[src/rtl/xfer_status_pkg.sv]
package xfer_status_pkg;

  typedef enum logic [1:0] {
    KIND_MAN  = 2'd0,
    KIND_AUTO = 2'd1,
    KIND_SEQ  = 2'd2,
    KIND_STOP = 2'd3
  } cmd_kind_e;

  typedef enum logic [1:0] {
    ST_IDLE = 2'd0,
    ST_XFER = 2'd1,
    ST_HOLD = 2'd2,
    ST_STOP = 2'd3
  } ctl_state_e;

  localparam int FLAG_NUM     = 6;
  localparam int BIT_TXLOW    = 0;
  localparam int BIT_DONENS   = 1;
  localparam int BIT_DONES    = 2;
  localparam int BIT_STOPDONE = 3;
  localparam int BIT_ILLEGAL  = 4;
  localparam int BIT_TIMEOUT  = 5;

  typedef struct packed {
    logic setDoneNoStop;
    logic setDoneStop;
    logic setStopDone;
    logic setIllegal;
    logic setTimeout;
    logic clearAll;
    logic txLowCond;
    logic stall;
    logic timerReload;
  } strobe_t;

endpackage

[src/rtl/xfer_status_ctrl.sv]
module xfer_status_ctrl
  import xfer_status_pkg::*;
#(
  parameter int LEN_W      = 8,
  parameter int FIFO_DEPTH = 8,
  parameter int LOW_MARK   = 3,
  localparam int LVL_W     = $clog2(FIFO_DEPTH + 1)
) (
  input  logic             clk,
  input  logic             rstN,
  input  logic             cmdValid,
  input  logic [1:0]       cmdKind,
  input  logic             cmdIsTx,
  input  logic [LEN_W-1:0] xferLen,
  input  logic [LEN_W-1:0] bytesLeft,
  input  logic [LVL_W-1:0] txLevel,
  input  logic [LVL_W-1:0] rxLevel,
  input  logic             byteDone,
  input  logic             xferDone,
  input  logic             stopDone,
  input  logic             abortFlush,
  input  logic             statusRead,
  input  logic             timerZero,
  output strobe_t          strb
);

  ctl_state_e stateQ, stateD;
  cmd_kind_e  kindQ, kindD;
  logic       isTxQ, isTxD;

  cmd_kind_e  cmdKindE;
  logic       lenZero;
  logic       illegalCmd;
  logic       txStarved;
  logic       rxClogged;
  logic       holdWait;
  logic       stallNow;
  logic       expire;
  logic       txLowNow;
  logic       leftOverLevel;

  assign cmdKindE   = cmd_kind_e'(cmdKind);
  assign lenZero    = (xferLen == '0);
  assign illegalCmd = cmdValid && lenZero &&
                      (cmdKindE == KIND_AUTO || cmdKindE == KIND_SEQ);

  assign leftOverLevel = (bytesLeft > LEN_W'(txLevel));
  assign txStarved  = (stateQ == ST_XFER) && isTxQ && (txLevel == '0) && (bytesLeft != '0);
  assign rxClogged  = (stateQ == ST_XFER) && !isTxQ &&
                      (rxLevel == LVL_W'(FIFO_DEPTH)) && (bytesLeft != '0);
  assign holdWait   = (stateQ == ST_HOLD);
  assign stallNow   = txStarved || rxClogged || holdWait;

  assign txLowNow = (stateQ == ST_XFER) && isTxQ && (kindQ != KIND_SEQ) &&
                    (txLevel <= LVL_W'(LOW_MARK)) && leftOverLevel && !abortFlush;

  // time-out only when nothing of higher priority happens this cycle
  always_comb begin
    expire = 1'b0;
    if (!cmdValid && stallNow && timerZero) begin
      unique case (stateQ)
        ST_XFER: expire = !abortFlush && !xferDone;
        ST_HOLD: expire = 1'b1;
        default: expire = 1'b0;
      endcase
    end
  end

  always_comb begin
    stateD = stateQ;
    kindD  = kindQ;
    isTxD  = isTxQ;
    strb   = '0;

    strb.clearAll    = cmdValid || statusRead;
    strb.txLowCond   = txLowNow;
    strb.stall       = stallNow;
    strb.timerReload = cmdValid || byteDone || !stallNow;

    if (cmdValid) begin
      if (illegalCmd) begin
        stateD          = ST_IDLE;
        strb.setIllegal = 1'b1;
      end else if (cmdKindE == KIND_STOP) begin
        stateD = ST_STOP;
      end else begin
        stateD = ST_XFER;
        kindD  = cmdKindE;
        isTxD  = cmdIsTx;
      end
    end else if (expire) begin
      stateD          = ST_IDLE;
      strb.setTimeout = 1'b1;
    end else begin
      unique case (stateQ)
        ST_XFER: begin
          if (abortFlush) begin
            stateD = ST_IDLE;
          end else if (xferDone) begin
            if (kindQ == KIND_MAN) begin
              stateD             = ST_HOLD;
              strb.setDoneNoStop = 1'b1;
            end else begin
              stateD           = ST_IDLE;
              strb.setDoneStop = 1'b1;
            end
          end
        end
        ST_STOP: begin
          if (stopDone) begin
            stateD           = ST_IDLE;
            strb.setStopDone = 1'b1;
          end
        end
        default: stateD = stateQ;
      endcase
    end
  end

  always_ff @(posedge clk or negedge rstN) begin
    if (!rstN) begin
      stateQ <= ST_IDLE;
      kindQ  <= KIND_MAN;
      isTxQ  <= 1'b0;
    end else begin
      stateQ <= stateD;
      kindQ  <= kindD;
      isTxQ  <= isTxD;
    end
  end

endmodule

[src/rtl/xfer_status_dp.sv]
module xfer_status_dp
  import xfer_status_pkg::*;
#(
  parameter int TMR_W = 12
) (
  input  logic                clk,
  input  logic                rstN,
  input  strobe_t             strb,
  input  logic [TMR_W-1:0]    waitLimit,
  input  logic [FLAG_NUM-1:0] irqMask,
  output logic                timerZero,
  output logic [FLAG_NUM-1:0] status,
  output logic                irq
);

  localparam int STICKY_N = FLAG_NUM - 1;

  logic [TMR_W-1:0]    waitCntQ;
  logic                txLowQ;
  logic [STICKY_N-1:0] stickyQ;
  logic [STICKY_N-1:0] setVec;

  assign timerZero = (waitCntQ == '0);

  always_ff @(posedge clk or negedge rstN) begin
    if (!rstN) begin
      waitCntQ <= '0;
    end else if (strb.timerReload) begin
      waitCntQ <= waitLimit;
    end else if (strb.stall && !timerZero) begin
      waitCntQ <= waitCntQ - 1'b1;
    end
  end

  assign setVec[BIT_DONENS-1]   = strb.setDoneNoStop;
  assign setVec[BIT_DONES-1]    = strb.setDoneStop;
  assign setVec[BIT_STOPDONE-1] = strb.setStopDone;
  assign setVec[BIT_ILLEGAL-1]  = strb.setIllegal;
  assign setVec[BIT_TIMEOUT-1]  = strb.setTimeout;

  for (genvar gi = 0; gi < STICKY_N; gi++) begin : g_sticky
    always_ff @(posedge clk or negedge rstN) begin
      if (!rstN) begin
        stickyQ[gi] <= 1'b0;
      end else if (setVec[gi]) begin
        stickyQ[gi] <= 1'b1;
      end else if (strb.clearAll) begin
        stickyQ[gi] <= 1'b0;
      end
    end
  end

  always_ff @(posedge clk or negedge rstN) begin
    if (!rstN) txLowQ <= 1'b0;
    else       txLowQ <= strb.txLowCond;
  end

  assign status = {stickyQ, txLowQ};
  assign irq    = |(status & irqMask);

endmodule

[src/rtl/xfer_status_tracker.sv]
module xfer_status_tracker
  import xfer_status_pkg::*;
#(
  parameter int LEN_W      = 8,
  parameter int FIFO_DEPTH = 8,
  parameter int LOW_MARK   = 3,
  parameter int TMR_W      = 12,
  localparam int LVL_W     = $clog2(FIFO_DEPTH + 1)
) (
  input  logic             clk,
  input  logic             rstN,
  input  logic             cmdValid,
  input  logic [1:0]       cmdKind,
  input  logic             cmdIsTx,
  input  logic [LEN_W-1:0] xferLen,
  input  logic [LEN_W-1:0] bytesLeft,
  input  logic [LVL_W-1:0] txLevel,
  input  logic [LVL_W-1:0] rxLevel,
  input  logic             byteDone,
  input  logic             xferDone,
  input  logic             stopDone,
  input  logic             abortFlush,
  input  logic             statusRead,
  input  logic [TMR_W-1:0] waitLimit,
  input  logic [5:0]       irqMask,
  output logic [5:0]       status,
  output logic             irq
);

  strobe_t strb;
  logic    timerZero;

  xfer_status_ctrl #(
    .LEN_W(LEN_W), .FIFO_DEPTH(FIFO_DEPTH), .LOW_MARK(LOW_MARK)
  ) i_ctrl (
    .clk(clk), .rstN(rstN),
    .cmdValid(cmdValid), .cmdKind(cmdKind), .cmdIsTx(cmdIsTx),
    .xferLen(xferLen), .bytesLeft(bytesLeft),
    .txLevel(txLevel), .rxLevel(rxLevel),
    .byteDone(byteDone), .xferDone(xferDone), .stopDone(stopDone),
    .abortFlush(abortFlush), .statusRead(statusRead),
    .timerZero(timerZero), .strb(strb)
  );

  xfer_status_dp #(.TMR_W(TMR_W)) i_dp (
    .clk(clk), .rstN(rstN), .strb(strb),
    .waitLimit(waitLimit), .irqMask(irqMask),
    .timerZero(timerZero), .status(status), .irq(irq)
  );

endmodule

[config.mk]
export PLATFORM = sky130hd
export DESIGN_NAME = xfer_status_tracker
export DESIGN_NICKNAME = d
export VERILOG_FILES = /design/src/rtl/xfer_status_pkg.sv /design/src/rtl/xfer_status_ctrl.sv /design/src/rtl/xfer_status_dp.sv /design/src/rtl/xfer_status_tracker.sv
export SDC_FILE = /design/constraint.sdc
export NUM_CORES = 1
export LEC_CHECK = 0
export ABC_AREA = 1
export BUFFER_PORTS_ARGS = -buffer_cell sky130_fd_sc_hd__buf_2
export CAP_MARGIN = 10
export CORE_MARGIN = 4
export CORE_UTILIZATION = 50
export DETAILED_ROUTE_END_ITERATION = 10
export PLACE_DENSITY = 0.8
export SLEW_MARGIN = 20
export SYNTH_ARGS = -nofsm -noshare
export SYNTH_HDL_FRONTEND = slang
export SYNTH_SLANG_ARGS = --single-unit
[constraint.sdc]
create_clock -name clk -period 2.3 [get_ports clk]
set_clock_uncertainty 0.15 [all_clocks]
set_input_delay 0.115 -clock clk [delete_from_list [all_inputs] [get_ports clk]]
set_output_delay 0.115 -clock clk [all_outputs]
set_load 0.02 [all_outputs]
==> impl_metrics.toml <==
[timing]
max_freq_ghz = 0.4583
worst_pin_slew_ns = 0.5160
finalSetupViolCount = 0
slew-limit-headroom_pct = 65.60
rsz0062_at_grt = "no"
drv_slew = 0
setup_ws_ns = 0.1179
tns_ns = 0
finalCritPeriodShare_pct = 94.87
finalCriticalPeriod_ns = 2.182
hold_ws_ns = 0.07099
hold_violations = 0

[power]
powerDensity_mw_per_mm2 = 401.8
peakVddDrop_mv = 0.2186
p_leak_uw = 0.001275

[global_route]
first_global_vias = 1772
grtUsageMet3_pct = 2.551
grt_usage_pct = 21.96
antenna_found_initial = 0
grt_use_met1_pct = 27.44
grt_pass1_wl_mm = 7.507
busiest_layer = "met2"
grt_start_max_net_pins = 24
grt_overflow = 0
grt_use_met2_pct = 38.04

[synth]
synth_area_per_cell_sq_um = 7.260
synthCells = 233
async_reset_ff_share_pct = 100.0
yosysUniqueCellTypes = 32
synth_area_sq_mm = 0.001692
syn-num-nets = 297
synth_edf_count = 0
yosys_warnings = 0
synth-seq-cells = 23
synthFlopType = "dfrtp_1"
ys_seq_area_share_pct = 34.02

[finish]
syn_to_final_growth_pct = 37.80
fin_area_sq_mm = 0.002331
fill_cells = 254
drive_above_1_share_pct = 27.33
antenna_cells = 0
final_util_pct = 73.93
layout.nets = 387

[place]
pre_cts_slack_ns = 0.4157
place_congestion = 0.8480
post_dp_cell_area_sq_mm = 0.002012
numPortBuffers = 59
hpwl_mm = 3.187

[cts]
cts_inserted_buffers = 3
insertion_delay_ns = 0.32
cts_tree = "yes"
clockBufferDepth = 2
cts_root_buffer = "clkbuf_4"
clock_sinks = 23
path_clk_slew_ns = 0.13
htree_num_levels = 1

[job]
maxCapViolations = 0

[drt]
first_pass_iters = 4
post_drt_wl_per_cell_um = 11.89
viasPerCell = 4.948
drt-initial-drc-count = 81
drtAntennaViolNets = 0
drt-total-wl_mm = 4.350
drc = 0
dr_total_vias = 1811

[floorplanning]
die_y_um = 66.17
initial_core_util_pct = 53.65
dieArea_sq_mm = 0.004378
io_pins = 60
die_w_um = 66.17
core_sq_mm = 0.003153
rows = 20

[critical_path]
slowest_delay_ns = 0.55
endpoint_kind = "flip-flop"
required_ns = 2.37
slowest_stage = "dlygate4sd3_1"
cp_common_cell = "nand2_1"
start_kind = "flip-flop"
worstPathMaxFanout = 5
cp_cell_sequence = "inv_1 -> ha_4 -> nand2_1 -> inv_1 -> nand3_1 -> nand2_1 -> nand2_1 -> nand2_2 -> nand3_4 -> nand4_1 -> o21ai_0 -> dlygate4sd3_1"
path_class = "reg2reg"
reg2regPathDepth = 12
critPathArrivalTime_ns = 2.25

[worst_hold_path]
holdCritPathClass = "in2reg"
hold_depth = 5

[status]
run_status = "completed"
per-stage QoR:
stage | total power (uW) | cells
detailed placement | 698.9 | 333
finish | 936.6 | 366
CTS | 919.6 | 361
global placement | 691.3 | 333
floorplan | 611.4 | 233
global route | 1009 | 366
layout make-up:
cell class                      instances  area, sq um  share of cell area [%]
Multi-Input combinational cell        169        955.9                   41.01
Sequential cell                        23        578.1                   24.80
Timing Repair Buffer                   88        573.1                   24.58
Inverter                               38        142.6                   6.119
Tap cell                               44        55.05                   2.362
Clock buffer                            4        26.28                   1.127
power breakdown:
| part | total [uW] | internal [uW] | switching (uW) |
|---|---|---|---|
| clock network | 196 | 67.8 | 129 |
| logic | 279 | 137 | 143 |
| registers | 461 | 434 | 27.2 |
| total | 937 | 638 | 298 |
what timing repair did:
| action | 4_1_cts | 5_1_grt |
|---|---|---|
| resized for setup | 0 | 5 |
| hold buffers | 24 | 0 |
| setup buffers | 0 | 5 |
| endpoints found under the hold margin | 45 | 0 |
| setup endpoints to repair | 0 | 1 |
routing by layer:
metal	wire length (um)	share of wire (%)
met1	1908	44
met2	2119	49
met3	222	5.1
met4	99	2.3
met5	0	0
placed cells by master, fill, tap and decap left out, types with 2 or more instances in the layout:
| cell type | count |
|---|---|
| or2_2 | 2 |
| o21ai_1 | 3 |
| nand2_4 | 2 |
| o21ai_0 | 13 |
| nor2_1 | 25 |
| ha_1 | 10 |
| inv_2 | 3 |
| nor2_2 | 2 |
| nand2_2 | 2 |
| inv_1 | 35 |
| dlygate4sd3_1 | 24 |
| nand2_1 | 58 |
| nor4_1 | 3 |
| clkbuf_4 | 3 |
| o31ai_1 | 3 |
| nand3_1 | 15 |
| dfrtp_1 | 21 |
| a21oi_1 | 5 |
| xor2_1 | 3 |
| buf_4 | 5 |
| xnor2_1 | 2 |
| nor2_4 | 4 |
| buf_2 | 59 |
| dfrtp_2 | 2 |
| nand4_1 | 6 |
final timing paths:
check	from	to	slack (ns)
worst max register to register	i_ctrl.stateQ[1]	i_dp.status[3]	0.12
max in group asynchronous	rstN	i_ctrl.stateQ[1]	1.49
worst min-delay path	xferDone	i_dp.status[2]	0.07
min in group asynchronous	rstN	i_dp.status[4]	0.13
worst min register to register	i_ctrl.isTxQ	i_ctrl.isTxQ	0.38
worst max-delay path	i_ctrl.stateQ[1]	i_dp.status[3]	0.12
worst max-delay path, delay by kind of cell, from the launching register on:
| family | cells | cell delay (ns) |
|---|---|---|
| buffers and inverters | 3 | 0.71 |
| adders and majority gates | 1 | 0.15 |
| DFF | 1 | 0.44 |
| and+or+nand+nor | 7 | 0.58 |
| AOI/OAI and AO/OA | 1 | 0.08 |
kinds of logic after synthesis:
logic type,Yosys count,share of synthesized area [%]
compound gates,30,10.50
xor+xnor,5,2.589
flops,23,34.02
fa+ha+maj,11,8.136
buf+inv,41,10.21
simple gates,123,34.54
flip-flops by register name, summed over array words and instances (netlist names):
| signal | flops |
|---|---|
| i_ctrl.stateQ | 2 |
| i_dp.txLowQ | 1 |
| i_ctrl.kindQ | 2 |
| i_dp.status | 5 |
| i_dp.waitCntQ | 12 |
| i_ctrl.isTxQ | 1 |
synth_stat cells, types with 4 or more instances:
| cell | instances | area [sq um] |
|---|---|---|
| nor2_4 | 4 | 45.04 |
| nand4_1 | 6 | 37.54 |
| nand3_1 | 15 | 75.07 |
| inv_1 | 36 | 135.1 |
| nor2_1 | 25 | 93.84 |
| ha_1 | 11 | 137.6 |
| nand2_1 | 58 | 217.7 |
| a21oi_1 | 5 | 25.02 |
| o21ai_0 | 13 | 65.06 |
| dfrtp_1 | 23 | 575.6 |
(Power assumes the default switching activity.)
